===== config.mk =====
export PLATFORM = sky130hd
export DESIGN_NAME = cp_xfer_handler
export DESIGN_NICKNAME = d
export VERILOG_FILES = /design/src/rtl/cp_xfer_pkg.sv /design/src/rtl/cp_prim_decode.sv /design/src/rtl/cp_sel_decode.sv /design/src/rtl/cp_regfile.sv /design/src/rtl/cp_xfer_handler.sv
export SDC_FILE = /design/constraint.sdc
export NUM_CORES = 1
export LEC_CHECK = 0
export ABC_AREA = 1
export BUFFER_PORTS_ARGS = -buffer_cell sky130_fd_sc_hd__buf_2
export CORE_MARGIN = 3
export CORE_UTILIZATION = 40
export CTS_CLUSTER_SIZE = 12
export DETAILED_ROUTE_END_ITERATION = 7
export PLACE_DENSITY_LB_ADDON = 0.1
export SETUP_SLACK_MARGIN = 0.5
export SYNTH_ARGS = -nofsm -noshare
export SYNTH_HDL_FRONTEND = slang
export SYNTH_HIERARCHICAL = 1
export SYNTH_SLANG_ARGS = --single-unit

===== constraint.sdc =====
create_clock -name clk_i -period 5.2 [get_ports clk_i]
set_input_delay 1.04 -clock clk_i [delete_from_list [all_inputs] [get_ports clk_i]]
set_output_delay 1.04 -clock clk_i [all_outputs]
set_load 0.05 [all_outputs]

===== src/rtl/cp_xfer_pkg.sv =====
package cp_xfer_pkg;
  localparam int GEN_IDX_W = 3;
  localparam int CTRL_REGS = 8;
  localparam int GEN_REGS  = 8;

  typedef enum logic [2:0] {
    ST_IDLE, ST_DECODE, ST_READ_SEL, ST_TRANSFER, ST_DONE, ST_VIOL
  } state_e;

  typedef enum logic [1:0] {PK_NONE, PK_GEN, PK_CTRL} prim_kind_e;

  typedef struct packed {
    logic                 ca;
    logic                 dr;
    prim_kind_e           kind;
    logic                 da;
    logic [GEN_IDX_W-1:0] num;
  } prim_t;
endpackage


===== src/rtl/cp_prim_decode.sv =====
module cp_prim_decode
  import cp_xfer_pkg::*;
#(
  parameter logic [4:0] TYPE_GEN  = 5'h0C,
  parameter logic [4:0] TYPE_CTRL = 5'h0D
) (
  input  logic [15:0] word_i,
  output prim_t       prim_o
);
  logic unused_bits;
  assign unused_bits = ^{word_i[14], word_i[7:4]};

  always_comb begin
    prim_o.ca  = word_i[15];
    prim_o.dr  = word_i[13];
    prim_o.da  = word_i[3];
    prim_o.num = word_i[GEN_IDX_W-1:0];
    if (word_i[12:8] == TYPE_GEN)       prim_o.kind = PK_GEN;
    else if (word_i[12:8] == TYPE_CTRL) prim_o.kind = PK_CTRL;
    else                                prim_o.kind = PK_NONE;
  end
endmodule


===== src/rtl/cp_sel_decode.sv =====
module cp_sel_decode
  import cp_xfer_pkg::*;
#(
  parameter int IDX_W = $clog2(CTRL_REGS)
) (
  input  logic [11:0]      code_i,
  output logic             valid_o,
  output logic [IDX_W-1:0] idx_o
);
  always_comb begin
    valid_o = 1'b1;
    idx_o   = '0;
    unique case (code_i)
      12'h000: idx_o = IDX_W'(0);
      12'h001: idx_o = IDX_W'(1);
      12'h002: idx_o = IDX_W'(2);
      12'h800: idx_o = IDX_W'(3);
      12'h801: idx_o = IDX_W'(4);
      12'h802: idx_o = IDX_W'(5);
      12'h803: idx_o = IDX_W'(6);
      12'h804: idx_o = IDX_W'(7);
      default: valid_o = 1'b0;
    endcase
  end
endmodule


===== src/rtl/cp_regfile.sv =====
module cp_regfile #(
  parameter int DATA_W = 32,
  parameter int NREGS  = 24,
  localparam int AW    = $clog2(NREGS)
) (
  input  logic              clk_i,
  input  logic              rst_ni,
  input  logic              we_i,
  input  logic [AW-1:0]     addr_i,
  input  logic [DATA_W-1:0] wdata_i,
  output logic [DATA_W-1:0] rdata_o
);
  logic [DATA_W-1:0] mem_q [NREGS];

  for (genvar g = 0; g < NREGS; g++) begin : g_reg
    always_ff @(posedge clk_i or negedge rst_ni) begin
      if (!rst_ni)                                  mem_q[g] <= '0;
      else if (we_i && (addr_i == AW'(g)))          mem_q[g] <= wdata_i;
    end
  end

  assign rdata_o = (int'(addr_i) < NREGS) ? mem_q[addr_i] : '0;
endmodule


===== src/rtl/cp_xfer_handler.sv =====
module cp_xfer_handler
  import cp_xfer_pkg::*;
#(
  parameter int         DATA_W    = 32,
  parameter int         SEL_W     = 16,
  parameter logic [4:0] TYPE_GEN  = 5'h0C,
  parameter logic [4:0] TYPE_CTRL = 5'h0D
) (
  input  logic              clk_i,
  input  logic              rst_ni,
  input  logic              prim_valid_i,
  input  logic [15:0]       prim_i,
  input  logic              cond_cat_i,
  output logic              sel_rd_o,
  input  logic [SEL_W-1:0]  sel_rdata_i,
  output logic              opnd_rd_o,
  input  logic [DATA_W-1:0] opnd_rdata_i,
  output logic              opnd_wr_o,
  output logic [DATA_W-1:0] opnd_wdata_o,
  output logic              done_o,
  output logic              viol_o
);
  localparam int NREGS  = 2 * GEN_REGS + CTRL_REGS;
  localparam int AW     = $clog2(NREGS);
  localparam int CIDX_W = $clog2(CTRL_REGS);

  state_e              state_q, state_d;
  prim_t               prim_dec, prim_q;
  logic                cond_q;
  logic [CIDX_W-1:0]   cidx_q, sel_idx;
  logic                sel_ok;
  logic [AW-1:0]       rf_addr;
  logic                rf_we;
  logic                unused_sel;

  assign unused_sel = ^sel_rdata_i[SEL_W-1:12];

  cp_prim_decode #(.TYPE_GEN(TYPE_GEN), .TYPE_CTRL(TYPE_CTRL)) u_dec (
    .word_i (prim_i),
    .prim_o (prim_dec)
  );

  cp_sel_decode #(.IDX_W(CIDX_W)) u_sel (
    .code_i  (sel_rdata_i[11:0]),
    .valid_o (sel_ok),
    .idx_o   (sel_idx)
  );

  // general regs occupy 0..15 (bank bit above number), control regs follow
  assign rf_addr = (prim_q.kind == PK_CTRL) ? AW'(2 * GEN_REGS + int'(cidx_q))
                                            : AW'({prim_q.da, prim_q.num});
  assign rf_we   = (state_q == ST_TRANSFER) && prim_q.dr;

  cp_regfile #(.DATA_W(DATA_W), .NREGS(NREGS)) u_rf (
    .clk_i   (clk_i),
    .rst_ni  (rst_ni),
    .we_i    (rf_we),
    .addr_i  (rf_addr),
    .wdata_i (opnd_rdata_i),
    .rdata_o (opnd_wdata_o)
  );

  always_comb begin
    state_d = state_q;
    unique case (state_q)
      ST_IDLE:     if (prim_valid_i) state_d = ST_DECODE;
      ST_DECODE: begin
        if (prim_q.kind == PK_NONE)          state_d = ST_IDLE;
        else if (cond_q && !prim_q.ca)       state_d = ST_VIOL;
        else if (prim_q.kind == PK_CTRL)     state_d = ST_READ_SEL;
        else                                 state_d = ST_TRANSFER;
      end
      ST_READ_SEL: state_d = sel_ok ? ST_TRANSFER : ST_VIOL;
      ST_TRANSFER: state_d = ST_DONE;
      default:     state_d = ST_IDLE;
    endcase
  end

  always_ff @(posedge clk_i or negedge rst_ni) begin
    if (!rst_ni) begin
      state_q <= ST_IDLE;
      prim_q  <= '0;
      cond_q  <= 1'b0;
      cidx_q  <= '0;
    end else begin
      state_q <= state_d;
      if (state_q == ST_IDLE && prim_valid_i) begin
        prim_q <= prim_dec;
        cond_q <= cond_cat_i;
      end
      if (state_q == ST_READ_SEL) cidx_q <= sel_idx;
    end
  end

  assign sel_rd_o  = (state_q == ST_READ_SEL);
  assign opnd_wr_o = (state_q == ST_TRANSFER) && !prim_q.dr;
  assign opnd_rd_o = rf_we;
  assign done_o    = (state_q == ST_DONE);
  assign viol_o    = (state_q == ST_VIOL);
endmodule


==> flow_metrics.env <==
export IMPL_status="complete, no violations"
export IMPL_wire_per_inst_um=20.3
export IMPL_p_per_area_nw_per_um2=715
export IMPL_start_util_pct=40.6
export IMPL_place_ws_ps=869
export IMPL_critPathMostFrequentCell="nand2_1"
export IMPL_yosysTopAreaCellShare_pct=54.2
export IMPL_yosysMostFrequentCell="nand2_1"
export IMPL_fin_skew_ps=19.0
export IMPL_max_slew_worst_pin_slew_ps=1110
export IMPL_cp_data_required_time_ps=4160
export IMPL_syn_inst=4637
export IMPL_slowest_stage="dfrtp_1"
export IMPL_synth_cell_types=27
export IMPL_maxCapViolCount=0
export IMPL_syn_area_per_cell_um2=7.80
export IMPL_synthTopCellsByArea="dfrtp_1, nand2_1, o21ai_0"
export IMPL_first_pass_iters=6
export IMPL_path_cells="nor2_4 > inv_1 > nand2_1 > nand2_8 > clkinv_8 > buf_12 > nand2_1 > nand2_1 > nand2_1 > nand2_1 > nand2_1 > nand3_1 > nor2_1 > nor2_2 > buf_12"
export IMPL_fmax_mhz=223
export IMPL_rsz0062_at_grt="yes"
export IMPL_syn_nets=4705
export IMPL_synth_area_leader_cell="dfrtp_1"
export IMPL_met3_usage_pct=3.62
export IMPL_core_um2=89100
export IMPL_clock_root_buffer="clkbuf_16"
export IMPL_dp_cells=5590
export IMPL_async_flop_share_pct=100
export IMPL_num_rows=109
export IMPL_critical_path_max_stage_delay_ps=420
export IMPL_ant_nets=0
export IMPL_drtIter0Drc=2667
export IMPL_track_usage_pct=24.7
export IMPL_synth_commonest_cells="nand2_1, dfrtp_1, o21ai_0"
export IMPL_slew_headroom_pct=25.9
export IMPL_n_fill_cell=9146
export IMPL_drc=0
export IMPL_met1_usage_pct=34.4
export IMPL_yosys_warnings=6
export IMPL_io_buffers=95
export IMPL_drive_above_1_share_pct=8.28
export IMPL_layout_setup_ws_ps=714
export IMPL_clk_pin_slew_ps=60
export IMPL_syn2layout_area_growth_pct=12.4
export IMPL_yosys_register_bits=783
export IMPL_cp_arrival_ps=3450
export IMPL_gr_max_usage_layer="met2"
export IMPL_layout_min_cycle_time_ps=4490
export IMPL_critical_path_class="flip-flop to output pin"
export IMPL_htreeDepth=3
export IMPL_nNetsFinal=4593
export IMPL_first_global_vias=28600
export IMPL_grt_ovfl_total=0
export IMPL_peakVddDrop_mv=0.663
export IMPL_min_path_type="input port to asynchronous set/reset pin"
export IMPL_antenna_found_initial=1
export IMPL_hpwl_mm=60.9
export IMPL_crit_path_end_kind="output pin"
export IMPL_boundaryPins=105
export IMPL_die_x_um=307
export IMPL_leakagePower_nw=21.1
export IMPL_synth_edf_count=0
export IMPL_fin_crit_sh_pct=86.3
export IMPL_setup_violations=0
export IMPL_ys_seq_area_share_pct=54.2
export IMPL_finalMaxSlewViolations=0
export IMPL_grt_use_met2_pct=39.9
export IMPL_die_h_um=307
export IMPL_via_per_inst=5.23
export IMPL_drt_wl_total_mm=117
export IMPL_clock_tree_buffer_depth=3
export IMPL_crit_fanout=47
export IMPL_start_kind="flip-flop"
export IMPL_synth_flop_cell="dfrtp_1"
export IMPL_setup_tns_ps=0
export IMPL_cts_sinks=783
export IMPL_finalNonFillerCells=5753
export IMPL_hold_viol_final=0
export IMPL_finalPower_mw=29.1
export IMPL_clk_latency_ps=640
export IMPL_netlist_area_um2=36200
export IMPL_die_area_um2=94100
export IMPL_numCtsBuffers=86
export IMPL_gp_congestion=0.746
export IMPL_grt_max_degree=128
export IMPL_vias=30100
export IMPL_grt_first_pass_wirelength_mm=180
export IMPL_cts_tree="yes"
-- sequential cells by signal, summed over array words and instances (netlist names) --
register	flops
u_rf/mem_q	768
prim_q	8
cidx_q	3
state_q	3
cond_q	1
-- placed cells by master, fill, tap and decap left out, drive strengths merged --
| master | instances |
|---|---|
| a21oi | 5 |
| and2 | 31 |
| buf | 167 |
| bufinv | 5 |
| clkbuf | 134 |
| clkinv | 12 |
| dfrtp | 783 |
| diode | 1 |
| inv | 72 |
| nand2 | 2135 |
| nand3 | 235 |
| nand4 | 96 |
| nor2 | 131 |
| nor3 | 3 |
| o21ai | 777 |
| o31ai | 1 |
-- through the flow --
step | instance area [um^2] | hold WS (ps) | util (%)
floorplan | 36200 | 449 | -
global placement | 37600 | 466 | 42.2
detailed placement | 37600 | 473 | 42.2
CTS | 40500 | 450 | 45.5
global route | 40700 | 473 | 45.6
finish | 40700 | 441 | 45.6
-- final timing paths --
| kind | from | end | slack [ps] | depth (start not counted) |
|---|---|---|---|---|
| setup / recovery | prim_q[4] | opnd_wdata_o[17] | 710 | 15 |
| setup reg to reg | prim_q[4] | u_rf/mem_q[330] | 1540 | 12 |
| hold / removal | rst_ni | u_rf/mem_q[622] | 440 | 1 |
| max in group asynchronous | rst_ni | u_rf/mem_q[470] | 3520 | 2 |
| hold reg to reg | u_rf/mem_q[714] | u_rf/mem_q[714] | 480 | 2 |
| min in group clk_i | u_rf/mem_q[714] | u_rf/mem_q[714] | 480 | 2 |
-- cells by family (layout without fill, tap and decap cells) --
group / Yosys count / in the layout / share of synthesized area [%]
AND/OR/NAND/NOR: 2630 / 2631 / 29.5
AO/OA/AOI/OAI: 783 / 783 / 10.9
flip-flops: 783 / 783 / 54.2
buffers and inverters: 441 / 390 / 5.38
other: 0 / 1 / 0
-- layout make-up --
cell class                      instances  area [um^2]  area share, %
Tap cell                             1165         1460           3.59
Inverter                               71          310          0.763
Clock buffer                          132         2570           6.32
Sequential cell                       783        19600           48.2
Clock inverter                         18          238          0.585
Multi-Input combinational cell       3414        14800           36.4
Timing Repair Buffer                  169         1700           4.18
Antenna cell                            1         2.50        0.00616
-- per-layer routing --
| layer | wire length, um | share of wire (%) |
|---|---|---|
| met1 | 54000 | 46 |
| met4 | 3470 | 3.0 |
| met5 | 8 | 0.0069 |
| met3 | 5970 | 5.1 |
| met2 | 53300 | 46 |
-- worst max-delay path, delay by kind of cell, from the launching register on --
family	cells	cell delay (ps)
flip-flops	1	420
buffers and inverters	4	870
AND/OR/NAND/NOR	11	1470
-- where the power goes --
part / total, mW / internal (mW) / switching [mW]
combinational: 14.2 / 4.67 / 9.54
clock: 6.15 / 3.63 / 2.52
sequential: 8.71 / 7.83 / 0.885
total: 29.1 / 16.1 / 12.9
-- repair_timing --
action	4_1_cts	5_1_grt
gates resized for setup	20	14
pin swaps	2	2
buffers inserted	5	4
hold buffers	0	0
cloned	0	3
setup endpoints to repair	32	30
Power figures use the tool's default switching activity.
